File: src/rtl/cfgkey_pkg.sv
// Shared constants, state type and key-step function for the unlock detector.
package cfgkey_pkg;

    typedef enum logic [2:0] {
        ST_IDLE,
        ST_PRE1,
        ST_PRE2,
        ST_PRE3,
        ST_KEY,
        ST_CFG
    } seq_state_t;

    localparam logic [7:0] PRE_B0   = 8'h86;
    localparam logic [7:0] PRE_B1   = 8'h80;
    localparam logic [7:0] SEL_LO   = 8'h55;
    localparam logic [7:0] SEL_HI   = 8'hAA;

    localparam logic [7:0] IDX_CTRL  = 8'h02;
    localparam logic [7:0] IDX_LDN   = 8'h07;
    localparam logic [7:0] IDX_DEVEN = 8'h23;
    localparam logic [7:0] IDX_CLK   = 8'h24;

    // Next key byte: shift right, feedback bit0^bit1 into bit 7.
    function automatic logic [7:0] key_step(input logic [7:0] b);
        return {b[0] ^ b[1], b[7:1]};
    endfunction

endpackage

File: src/rtl/cfgkey_keygen.sv
// Key byte generator for stage two of the unlock sequence.
// Holds the expected key byte and its position. Assumes the caller pulses
// `step` only when the current byte matched, and holds `seed` whenever the
// sequencer is not in the key stage.
module cfgkey_keygen #(
    parameter int         KEY_LEN  = 32,
    parameter logic [7:0] KEY_SEED = 8'h6A
) (
    input  logic       clk,
    input  logic       rst_n,
    input  logic       seed,
    input  logic       step,
    output logic [7:0] key_byte,
    output logic       key_last
);
    import cfgkey_pkg::*;

    localparam int CW = (KEY_LEN > 1) ? $clog2(KEY_LEN) : 1;

    logic [7:0]    byte_q;
    logic [CW-1:0] cnt_q;

    // Expected byte and position: reload on seed, advance on step.
    always_ff @(posedge clk) begin
        if (!rst_n || seed) begin
            byte_q <= KEY_SEED;
            cnt_q  <= '0;
        end else if (step) begin
            byte_q <= key_step(byte_q);
            cnt_q  <= cnt_q + CW'(1);
        end
    end

    assign key_byte = byte_q;
    assign key_last = (cnt_q == CW'(KEY_LEN - 1));

    // the first byte after a seed is always the seed value.
    assert_seed_first_R4: assert property (@(posedge clk) disable iff (!rst_n)
        seed |=> (key_byte == KEY_SEED));

endmodule

File: src/rtl/cfgkey_seq.sv
// Unlock sequencer: walks the fixed-port pre-key, latches the chosen base
// port, checks the generated key at that base and holds configuration mode
// until the register file requests exit. Assumes one write per strobe cycle.
module cfgkey_seq #(
    parameter int              ADDR_W      = 16,
    parameter logic [ADDR_W-1:0] PREKEY_PORT = 16'h0279,
    parameter logic [ADDR_W-1:0] BASE_A      = 16'h03F0,
    parameter logic [ADDR_W-1:0] BASE_B      = 16'h03BD,
    parameter logic [ADDR_W-1:0] BASE_C      = 16'h0370,
    parameter int              KEY_LEN     = 32,
    parameter logic [7:0]      KEY_SEED    = 8'h6A
) (
    input  logic              clk,
    input  logic              rst_n,
    input  logic              wr_stb,
    input  logic [ADDR_W-1:0] wr_port,
    input  logic [7:0]        wr_data,
    input  logic              exit_req,
    output logic              cfg_active,
    output logic [ADDR_W-1:0] cfg_base
);
    import cfgkey_pkg::*;

    seq_state_t        state_q, state_d;
    seq_state_t        fallback;
    logic              first_lo_q, first_lo_d;
    logic [ADDR_W-1:0] base_q, base_d;
    logic              step;
    logic              on_pre, is_sel;
    logic [7:0]        key_byte;
    logic              key_last;

    cfgkey_keygen #(
        .KEY_LEN  (KEY_LEN),
        .KEY_SEED (KEY_SEED)
    ) u_keygen (
        .clk      (clk),
        .rst_n    (rst_n),
        .seed     (state_q != ST_KEY),
        .step     (step),
        .key_byte (key_byte),
        .key_last (key_last)
    );

    // Next-state logic for the two unlock stages and config mode.
    always_comb begin
        state_d    = state_q;
        first_lo_d = first_lo_q;
        base_d     = base_q;
        step       = 1'b0;
        on_pre     = (wr_port == PREKEY_PORT);
        is_sel     = (wr_data == SEL_LO) || (wr_data == SEL_HI);
        fallback   = (on_pre && wr_data == PRE_B0) ? ST_PRE1 : ST_IDLE;
        if (wr_stb) begin
            unique case (state_q)
                ST_IDLE: state_d = fallback;
                ST_PRE1: state_d = (on_pre && wr_data == PRE_B1) ? ST_PRE2 : fallback;
                ST_PRE2: begin
                    if (on_pre && is_sel) begin
                        state_d    = ST_PRE3;
                        first_lo_d = (wr_data == SEL_LO);
                    end else begin
                        state_d = fallback;
                    end
                end
                ST_PRE3: begin
                    if (on_pre && is_sel && (first_lo_q || wr_data == SEL_LO)) begin
                        state_d = ST_KEY;
                        if (!first_lo_q)
                            base_d = BASE_C;
                        else if (wr_data == SEL_LO)
                            base_d = BASE_A;
                        else
                            base_d = BASE_B;
                    end else begin
                        state_d = fallback;
                    end
                end
                ST_KEY: begin
                    if (wr_port == base_q && wr_data == key_byte) begin
                        step = 1'b1;
                        if (key_last)
                            state_d = ST_CFG;
                    end else begin
                        state_d = fallback;
                    end
                end
                ST_CFG: begin
                    if (exit_req)
                        state_d = ST_IDLE;
                end
                default: state_d = ST_IDLE;
            endcase
        end
    end

    // State, selector memory and base port registers.
    always_ff @(posedge clk) begin
        if (!rst_n) begin
            state_q    <= ST_IDLE;
            first_lo_q <= 1'b0;
            base_q     <= '0;
        end else begin
            state_q    <= state_d;
            first_lo_q <= first_lo_d;
            base_q     <= base_d;
        end
    end

    assign cfg_active = (state_q == ST_CFG);
    assign cfg_base   = base_q;

    // config mode is only entered by the last correct key write.
    assert_enter_on_key_R4: assert property (@(posedge clk) disable iff (!rst_n)
        $rose(cfg_active) |-> $past(wr_stb && wr_port == base_q && key_last));

    // the base port cannot move while the window is open.
    assert_base_hold_R2: assert property (@(posedge clk) disable iff (!rst_n)
        (cfg_active && $past(cfg_active)) |-> $stable(cfg_base));

    // any strobe-free cycle leaves the sequencer state alone.
    assert_no_strobe_hold_R5: assert property (@(posedge clk) disable iff (!rst_n)
        !$past(wr_stb) && $past(rst_n) |-> $stable(state_q));

endmodule

File: src/rtl/cfgkey_regs.sv
// Index/data register window opened in configuration mode.
// Holds the index, logical device number, per-device enables and clock
// control, and raises exit_req on a control write with the exit bit.
// Assumes cfg_base is stable while cfg_active is high.
module cfgkey_regs #(
    parameter int ADDR_W  = 16,
    parameter int NUM_DEV = 5,
    parameter int NUM_LDN = 6
) (
    input  logic              clk,
    input  logic              rst_n,
    input  logic              wr_stb,
    input  logic [ADDR_W-1:0] wr_port,
    input  logic [7:0]        wr_data,
    input  logic              cfg_active,
    input  logic [ADDR_W-1:0] cfg_base,
    output logic              exit_req,
    output logic [7:0]        index,
    output logic [7:0]        ldn,
    output logic [7:0]        dev_enable,
    output logic [7:0]        clk_ctl
);
    import cfgkey_pkg::*;

    logic       idx_wr, dat_wr;
    logic [7:0] index_q, ldn_q, clk_q, en_q;

    assign idx_wr = wr_stb && cfg_active && (wr_port == cfg_base);
    assign dat_wr = wr_stb && cfg_active && (wr_port == cfg_base + ADDR_W'(1));

    // Index register: written through the base port.
    always_ff @(posedge clk) begin
        if (!rst_n)
            index_q <= '0;
        else if (idx_wr)
            index_q <= wr_data;
    end

    // Logical device select: only in-range numbers are accepted.
    always_ff @(posedge clk) begin
        if (!rst_n)
            ldn_q <= '0;
        else if (dat_wr && index_q == IDX_LDN && wr_data < 8'(NUM_LDN))
            ldn_q <= wr_data;
    end

    // Clock/suspend control byte.
    always_ff @(posedge clk) begin
        if (!rst_n)
            clk_q <= '0;
        else if (dat_wr && index_q == IDX_CLK)
            clk_q <= wr_data;
    end

    // Per-device enable bits; positions above NUM_DEV are reserved zeros.
    for (genvar g = 0; g < 8; g++) begin : g_en
        if (g < NUM_DEV) begin : g_bit
            always_ff @(posedge clk) begin
                if (!rst_n)
                    en_q[g] <= 1'b0;
                else if (dat_wr && index_q == IDX_DEVEN)
                    en_q[g] <= wr_data[g];
            end
        end else begin : g_rsvd
            assign en_q[g] = 1'b0;
        end
    end

    assign exit_req   = dat_wr && (index_q == IDX_CTRL) && wr_data[1];
    assign index      = index_q;
    assign ldn        = ldn_q;
    assign dev_enable = en_q;
    assign clk_ctl    = clk_q;

    // the device number never leaves its legal range.
    assert_ldn_range_R7: assert property (@(posedge clk) disable iff (!rst_n)
        ldn_q < 8'(NUM_LDN));

    // with the window closed, no register moves.
    assert_closed_hold_R11: assert property (@(posedge clk) disable iff (!rst_n)
        !$past(cfg_active) |-> ($stable(ldn_q) && $stable(clk_q) && $stable(en_q) && $stable(index_q)));

endmodule

File: src/rtl/cfgkey_unlock.sv
// Top of the configuration-mode unlock key detector.
// Connects the unlock sequencer to the register window. Assumes a single
// write per strobe cycle on a 16-bit I/O address bus.
module cfgkey_unlock #(
    parameter int                ADDR_W      = 16,
    parameter logic [ADDR_W-1:0] PREKEY_PORT = 16'h0279,
    parameter logic [ADDR_W-1:0] BASE_A      = 16'h03F0,
    parameter logic [ADDR_W-1:0] BASE_B      = 16'h03BD,
    parameter logic [ADDR_W-1:0] BASE_C      = 16'h0370,
    parameter int                KEY_LEN     = 32,
    parameter logic [7:0]        KEY_SEED    = 8'h6A,
    parameter int                NUM_DEV     = 5,
    parameter int                NUM_LDN     = 6
) (
    input  logic              clk,
    input  logic              rst_n,
    input  logic              wr_stb,
    input  logic [ADDR_W-1:0] wr_port,
    input  logic [7:0]        wr_data,
    output logic              cfg_active,
    output logic [ADDR_W-1:0] cfg_base,
    output logic [7:0]        ldn,
    output logic [7:0]        dev_enable,
    output logic [7:0]        clk_ctl,
    output logic              clk_sel_48
);
    import cfgkey_pkg::*;

    logic       exit_req;
    logic [7:0] index;

    cfgkey_seq #(
        .ADDR_W      (ADDR_W),
        .PREKEY_PORT (PREKEY_PORT),
        .BASE_A      (BASE_A),
        .BASE_B      (BASE_B),
        .BASE_C      (BASE_C),
        .KEY_LEN     (KEY_LEN),
        .KEY_SEED    (KEY_SEED)
    ) u_seq (
        .clk        (clk),
        .rst_n      (rst_n),
        .wr_stb     (wr_stb),
        .wr_port    (wr_port),
        .wr_data    (wr_data),
        .exit_req   (exit_req),
        .cfg_active (cfg_active),
        .cfg_base   (cfg_base)
    );

    cfgkey_regs #(
        .ADDR_W  (ADDR_W),
        .NUM_DEV (NUM_DEV),
        .NUM_LDN (NUM_LDN)
    ) u_regs (
        .clk        (clk),
        .rst_n      (rst_n),
        .wr_stb     (wr_stb),
        .wr_port    (wr_port),
        .wr_data    (wr_data),
        .cfg_active (cfg_active),
        .cfg_base   (cfg_base),
        .exit_req   (exit_req),
        .index      (index),
        .ldn        (ldn),
        .dev_enable (dev_enable),
        .clk_ctl    (clk_ctl)
    );

    assign clk_sel_48 = clk_ctl[1];

    // leaving config mode needs a control write with the exit bit.
    assert_exit_cause_R10: assert property (@(posedge clk) disable iff (!rst_n)
        $fell(cfg_active) |-> $past(wr_stb && wr_port == cfg_base + ADDR_W'(1)
                                    && index == IDX_CTRL && wr_data[1]));

endmodule

File: config.mk
export PLATFORM = sky130hd
export DESIGN_NAME = cfgkey_unlock
export DESIGN_NICKNAME = d
export VERILOG_FILES = /design/src/rtl/cfgkey_pkg.sv /design/src/rtl/cfgkey_keygen.sv /design/src/rtl/cfgkey_seq.sv /design/src/rtl/cfgkey_regs.sv /design/src/rtl/cfgkey_unlock.sv
export SDC_FILE = /design/constraint.sdc
export NUM_CORES = 1
export LEC_CHECK = 0
export BUFFER_PORTS_ARGS = -buffer_cell sky130_fd_sc_hd__clkbuf_2
export CAP_MARGIN = 20
export CORE_UTILIZATION = 35
export DETAILED_ROUTE_END_ITERATION = 10
export PLACE_DENSITY = 0.68
export SLEW_MARGIN = 10
export SYNTH_ARGS = -nofsm -noshare
export SYNTH_HDL_FRONTEND = slang
export SYNTH_SLANG_ARGS = --single-unit
File: constraint.sdc
create_clock -name clk -period 2.2 [get_ports clk]
set_input_delay 0.33 -clock clk [delete_from_list [all_inputs] [get_ports clk]]
set_output_delay 0.33 -clock clk [all_outputs]
set_load 0.01 [all_outputs]
; ---- After elaboration in Yosys (flattened, before gate mapping)
; Cells that the tools add are included.
; W data, S select, Z words.
[op_classes]
shift = 0
div_mod_pow = 0
n_lt_le_gt_ge = 1
n_reduce_logical = 22
eq_ne = 21
n_mul = 0
add_sub_neg = 2
mux = 13
n_bitwise = 1
[ops]
columns = operator, count
row1 = $eq A16 B16 Y1, 2
row2 = $eq A8 B8 Y1 const B, 3
row3 = $mux W3, 6
row4 = $pmux W3 S6, 1
row5 = $add A16 B1 Y16 const B, 1
row6 = $eq A16 B10 Y1 const B, 1
row7 = $eq A8 B6 Y1 const B, 2
row8 = $mux W16, 1
row9 = $logic_and A1 B1 Y1, 14
row10 = $reduce_and A3 Y1, 3
row11 = $eq A8 B2 Y1 const B, 1
row12 = $eq A8 B3 Y1 const B, 1
row13 = $eq A8 B7 Y1 const B, 1
row14 = $eq A8 B8 Y1, 1
row15 = $lt A8 B3 Y1 const B, 1
row16 = $mux W7, 1
row17 = $eq A3 B2 Y1 const B, 2
row18 = $eq A3 B3 Y1 const B, 2
row19 = $add A5 B1 Y5 const B, 1
row20 = $eq A5 B5 Y1 const B, 1
row21 = $mux W1, 4
row22 = $eq A3 B1 Y1 const B, 1
row23 = $logic_not A3 Y1, 1
row24 = $logic_or A1 B1 Y1, 3
row25 = other kinds (5), 5
[word_totals]
output_inout_bits = 42
romBits = 0
elab_cells = 73
register_bits = 62
ram_bits = 0
inputBits = 27
n_memories = 0
latch_bits = 0

; ---- Logic depth before layout (Yosys ltp)
; Gate-level depths: netlist (run 1).
[depth]
word_depth = 7
mapped_depth = 8

; ---- Cells and area by module
; A second synthesis (run 1) with hierarchy kept.
[hier_totals]
hier_cells = 373
area_unflattened_um2 = 3294.4
[by_module_without_submodules]
columns = mod, cells_per_inst, area_per_inst_um2, instances
row1 = cfgkey_regs, 216, 1899.3, 1
row2 = cfgkey_seq, 105, 848.3, 1
row3 = cfgkey_keygen, 51, 539.3, 1
row4 = cfgkey_unlock, 1, 7.5, 1

; ---- Worst setup path after synthesis (run 1)
; OpenSTA, ideal clock, no wires.
[synth_timing]
path_kind = input -> register
start = in wr_port[13]
end = reg u_regs.ldn_q[0], in the netlist u_regs.ldn[0]
arrival_ns = 2.011
path_slack_ns = 0.062
stages = 7
path_cell_list = or4_4 -> a211oi_4 -> nand4_4 -> or3_1 -> clkbuf_1 -> mux2i_1 -> nor2_1
[synth_between]
elab_chain_len = 4
[synth_rtl]
columns = item, line_no
row1 = from (decl), cfgkey_unlock.sv:18  ; input logic [ADDR_W-1:0] wr_port,
row2 = $eq A16 B16 Y1, cfgkey_regs.sv:29  ; assign dat_wr = wr_stb && cfg_active && (wr_port == cfg_base + ADDR_W'(1));
row3 = $logic_and A1 B1 Y1, cfgkey_regs.sv:29
row4 = $logic_and A1 B1 Y1 (2 in a row), cfgkey_regs.sv:43  ; else if (dat_wr && index_q == IDX_LDN && wr_data < 8'(NUM_LDN))
row5 = to (signal assigned), cfgkey_regs.sv:44  ; ldn_q <= wr_data;
row6 = to (decl), cfgkey_regs.sv:26  ; logic [7:0] index_q, ldn_q, clk_q, en_q;
; Every way passes these cells.
; A chain may end at the register's enable or synchronous reset.

; ---- Worst setup path after layout (run 1)
[layout_timing]
start = reg u_seq.base_q[8], in the netlist u_seq.cfg_base[8]
end = reg u_regs.index_q[4], in the netlist u_regs.index[4]
[layout_between]
elab_chain_len = 2
[layout_rtl]
columns = item, line_no
row1 = from (decl), cfgkey_seq.sv:27  ; logic [ADDR_W-1:0] base_q, base_d;
row2 = from (signal assigned), cfgkey_seq.sv:106  ; base_q <= base_d;
row3 = $eq A16 B16 Y1, cfgkey_regs.sv:28  ; assign idx_wr = wr_stb && cfg_active && (wr_port == cfg_base);
row4 = $logic_and A1 B1 Y1, cfgkey_regs.sv:28
row5 = to (signal assigned), cfgkey_regs.sv:36  ; index_q <= wr_data;
row6 = to (decl), cfgkey_regs.sv:26
; Every way passes these cells.

==> results of run 1 <==
## per-stage QoR
step	total power, W	utilization	setup WS, ns	cells	setup TNS (ns)
finish	0.00167	0.443	0.0886	447	0
global route	0.00175	0.443	-0.0150	447	-0.0357
CTS	0.00170	0.442	0.0438	447	0
detailed placement	0.00105	0.426	-0.133	439	-2.12
global placement	0.00105	0.426	-0.102	439	-1.54
floorplan	0.00100	-	0.0617	290	0
## power breakdown
group	total [W]	leakage, nW	switching (W)	internal [W]
logic	0.000122	0.961	0.0000768	0.0000452
clock network	0.000647	0.0585	0.000306	0.000341
registers	0.000906	0.403	0.000000919	0.000905
## kinds of logic after synthesis
| family | synth area share |
|---|---|
| flops | 0.385 |
| mux | 0.135 |
| compound gates | 0.0822 |
| fa+ha+maj | 0.00961 |
| buf+inv | 0.0760 |
| other cells | 0.00144 |
| simple gates | 0.264 |
| xor+xnor | 0.0471 |
## timing repair
| action | CTS | global route |
|---|---|---|
| resized for setup | 1 | 2 |
| gates cloned | 0 | 0 |
| endpoints found under the hold margin | 0 | 0 |
| setup endpoints to repair | 8 | 17 |
## per-layer routing
| metal | vias to the layer above | GRT usage |
|---|---|---|
| li1 | 1111 | - |
| met2 | 73 | 0.250 |
| met3 | 11 | 0.0224 |
| met1 | 1038 | 0.212 |
| met5 | - | 0 |
| met4 | 0 | 0.0718 |
## final timing paths
check                                       start                 to  slack, ns  cells past startpoint
worst min register to register      u_regs.ldn[6]      u_regs.ldn[6]       0.49                      1
worst min-delay path                   wr_data[6]  u_regs.clk_ctl[6]       0.38                      3
worst max register to register  u_seq.cfg_base[8]    u_regs.index[4]       0.09                      7
worst max-delay path            u_seq.cfg_base[8]    u_regs.index[4]       0.09                      7
## layout make-up
cell class	instances	area (um2)
fill	722	4020
multi-input combinational	205	1450
sequential	50	1000
timing repair buffer	79	485
tap	99	124
clock buffer	5	68.8
clock inverter	3	43.8
inverter	6	22.5
## flip-flops by register name, indices dropped and copies added, names as in the netlist
signal / count
u_seq.u_keygen.key_byte: 8
u_seq.cfg_base: 4
u_seq.state_q: 3
u_regs.index: 8
u_seq.first_lo_q: 1
u_regs.clk_ctl: 8
u_regs.dev_enable: 5
u_regs.ldn: 8
u_seq.u_keygen.cnt_q: 5
## layout by cell type (no fill, tap or decap), types with 3 or more instances in the layout
master,count
clkbuf_2,58
dfxtp_1,50
nor2_1,38
mux2i_1,35
buf_4,18
xor2_1,13
nand2_1,13
and3_1,11
conb_1,10
nor4_1,9
inv_1,6
o21ai_0,6
or2_2,5
nor3_1,5
nand4_1,5
clkbuf_8,5
nand3_1,4
a21oi_1,4
nand4b_1,3
or3_1,3
buf_12,3
## worst max-delay path, cell delays in order, from the launching register on
cell	delay, ns
dfxtp_1	0.32
or4_1	0.54
o22ai_2	0.19
and4_2	0.35
and3_1	0.23
buf_12	0.14
mux2i_1	0.19
nor2_1	0.05
==> run summary, run 1 <==
Leak = 1.42 nW
total CTS buffers = 5
Slew Limit Fails = 0
Post-route DRC = 0
Final Hold Fails = 0
die height = 88.2 um
Row Count = 31
CP Launch Type = flip-flop
Area after DPL = 3070 um2
worst path arrival time = 2.30 ns
top cells by count, synth = dfxtp_1, nor2_1, mux2i_1
die area = 7780 um2
flip-flop and latch count after synthesis = 50
endpoint class of the critical path = flip-flop
Top FF cell, synth = dfxtp_1
CTS root buf = clkbuf_8
global route overflow = 0
final instance area = 3200 um2
GRT Total Usage = 0.157
Cells after Synth = 281
Core Area = 7210 um2
pin count of the biggest net entering global routing = 28
initial core utilization = 0.361
highest metal used = met4
Async SR Flop Fraction = 0
initial DRC count = 114
count leader, synth = dfxtp_1
via/cell ratio = 5.00
Crit Path Class = flip-flop to flip-flop
vias in the first global route = 2,019
IO buf count = 58
die width = 88.2 um
DRT Wirelength = 5.86 mm
Final Cycle Share = 0.960
GP Congestion = 0.855
total length of routed met2 wires = 2.66 mm
ANT nets after route = 0
post-synth top area cell = dfxtp_1
clk sinks = 50
peak fanout along the critical path = 8
Layout area overhead = 22.8%
Max Clock Freq = 0.474 GHz
routed wl met3 = 275 um
wl on met1 = 2.82 mm
# hold bufs at CTS = 0
top cells by area, synth = dfxtp_1, mux2i_1, nor2_1, buf_4, xor2_1
top-area cell type share of the netlist area = 0.385
Clock Latency Late Sink = 0.30 ns
CTS tree = yes
Post-synth EDFFs = 0
CP required = 2.39 ns
Final Hold Slack = 0.384 ns
first-pass GRT wire length = 9.58 mm
post-route minimum period = 2.11 ns
syn avg cell area = 9.26 um2
share of cells above drive strength 1 = 0.299
Setup violations, final = 0
Hold Path Class = input port to flip-flop
H-tree Lvls = 2
CTS clk-pin slew, worst paths = 0.09 ns
register area share after synthesis = 0.385
antenna cells = 0
first drt pass iteration count = 4
Max Cap Violations = 0
RSZ-0062 raised after global routing = true
Post-CTS Setup Bufs = 0
drt wl/cell = 13.1 um
CTS max path bufs = 2
Power Density = 524 nW/um2
DP HPWL = 4.50 mm
Netlist cell types = 53
Final nets = 376
peak supply drop = 262 uV
Top-Level Pins = 69
Synth Cell Area = 2600 um2
outcome = completed
Syn. warnings = 0
initial antenna violation count = 0
DR vias = 2,233
Worst Skew = 0.00584 ns
(Power assumes the default switching activity.)
==> run 2, diff against run 1 <==
==> constraint.sdc (replaced) <==
create_clock -name clk -period 2.2 [get_ports clk]
set_input_delay 0.44 -clock clk [delete_from_list [all_inputs] [get_ports clk]]
set_output_delay 0.44 -clock clk [all_outputs]
set_load 0.01 [all_outputs]
==> run summary, run 2 (synthesis results as in run 1) <==
Pint = 0.00130 W
CP delay by family, top = simple AND/OR/NAND/NOR gates
share of cells above drive strength 1 = 0.307
non-filler cells, final = 451
worst path buffer plus inverter count = 1
crit path cell chain = or4_1 > o22ai_2 > and4_2 > and3_1 > buf_12 > mux2i_1 > nor2_1
total CTS buffers = 5
Clock power frac = 0.392
setup TNS = 0 ns
post-route minimum period = 2.12 ns
most common cell after layout, fill and taps aside = clkbuf_2
Slew Limit Fails = 0
pin count of the biggest net entering global routing = 28
Core Area = 7210 um2
Place WS = -0.233 ns
Area after DPL = 3100 um2
worst setup path end = u_regs.index[7]
drt wl/cell = 13.5 um
GRT Total Usage = 0.162
peak supply drop = 415 uV
via/cell ratio = 5.03
Switching Share = 0.235
antenna cells = 0
most frequent cells in the layout = clkbuf_2, dfxtp_1, nor2_1, mux2i_1, buf_4
# hold bufs at CTS = 0
die width = 88.2 um
CTS clk-pin slew, worst paths = 0.09 ns
endpoint class of the critical path = flip-flop
clk sinks = 50
Final Cycle Share = 0.965
Final Hold Fails = 0
Clock Latency Late Sink = 0.30 ns
Reg power frac = 0.534
DR vias = 2,270
Max Clock Freq = 0.471 GHz
Layout area overhead = 24.1%
CP Launch Type = flip-flop
post-CTS sizing = 0
ANT nets after route = 0
Post-CTS Setup Bufs = 0
CP required = 2.39 ns
CTS max path bufs = 2
Power Density = 526 nW/um2
Leak = 1.44 nW
Worst path max stage delay = 0.53 ns
worst reg2reg path endpoint = u_regs.index[7]
Hold Path Class = flip-flop to flip-flop
Setup violations, final = 0
Worst path depth = 7
Worst Setup SP = u_seq.cfg_base[8]
Final nets = 380
Row Count = 31
DP HPWL = 4.59 mm
final instance area = 3230 um2
Reg-to-Reg Start = u_seq.cfg_base[8]
initial antenna violation count = 0
CTS tree = yes
Max Cap Violations = 0
outcome = completed
Crit Path Class = flip-flop to flip-flop
first-pass GRT wire length = 9.81 mm
Worst Skew = 0.00641 ns
Post-route DRC = 0
die area = 7780 um2
IO buf count = 58
die height = 88.2 um
final worst slack = 0.0775 ns
vias in the first global route = 2,103
first drt pass iteration count = 4
worst path arrival time = 2.31 ns
global route overflow = 0
Top-Level Pins = 69
Sw Pwr = 0.000399 W
peak fanout along the critical path = 8
H-tree Lvls = 2
Slowest-stage cell, CP = or4_1
power share of the combinational group = 0.074
DRT Wirelength = 6.10 mm
Reg2Reg Depth = 7
reg-to-reg slack, setup = 0.08 ns
min-delay src = u_regs.ldn[4]
dpl cells = 443
CTS root buf = clkbuf_8
initial DRC count = 100
initial core utilization = 0.361
GP Congestion = 0.866
fill count = 712
==> run 2: changes by cell type in the layout (fill, tap and decap cells not counted) <==
| cell | change |
|---|---|
| inv_8 | +1 |
| inv_6 | -1 |
| buf_4 | +4 |
| clkinv_2 | -1 |
| clkinvlp_4 | +1 |
==> run 2: cell type report <==
class | instances | area (um2) | area share
Clock buffer | 5 | 68.8 | 0.0213
Timing Repair Buffer | 83 | 515 | 0.160
Clock inverter | 3 | 48.8 | 0.0151
Inverter | 6 | 22.5 | 0.00697
Tap cell | 99 | 124 | 0.0383
Sequential cell | 50 | 1000 | 0.310
Multi-Input combinational cell | 205 | 1450 | 0.449
==> run 2: how the worst min path moves through the flow <==
| stage | end | slack, ns | cells after the start |
|---|---|---|---|
| after floorplan | u_seq.u_keygen.cnt_q[3] | 0.45 | 2 |
| after global placement | u_regs.ldn[6] | 0.47 | 1 |
| after detailed placement | u_regs.ldn[3] | 0.47 | 1 |
| after CTS | u_regs.ldn[3] | 0.49 | 1 |
| after global routing | u_regs.ldn[3] | 0.50 | 1 |
| final | u_regs.ldn[4] | 0.49 | 1 |
==> run 2: layer usage <==
metal,share of wire,track usage
met1,0.46,0.210
met2,0.47,0.269
met3,0.051,0.0280
met4,0.018,0.0630
met5,0,0
==> run 2: power groups by stage <==
stage	logic, W	clock network (W)	registers [W]
after floorplan	0.0000756	0	0.000927
after global placement	0.000123	0	0.000927
after detailed placement	0.000125	0	0.000927
after CTS	0.000126	0.000686	0.000906
after global routing	0.000140	0.000725	0.000906
final	0.000126	0.000666	0.000906
==> run 2: per-stage QoR <==
step | hold WS, ns | total power [W] | util
after CTS | 0.491 | 0.00172 | 0.446
after floorplan | 0.454 | 0.00100 | -
final | 0.487 | 0.00170 | 0.448
after detailed placement | 0.475 | 0.00105 | 0.430
after global routing | 0.504 | 0.00177 | 0.448
after global placement | 0.468 | 0.00105 | 0.430
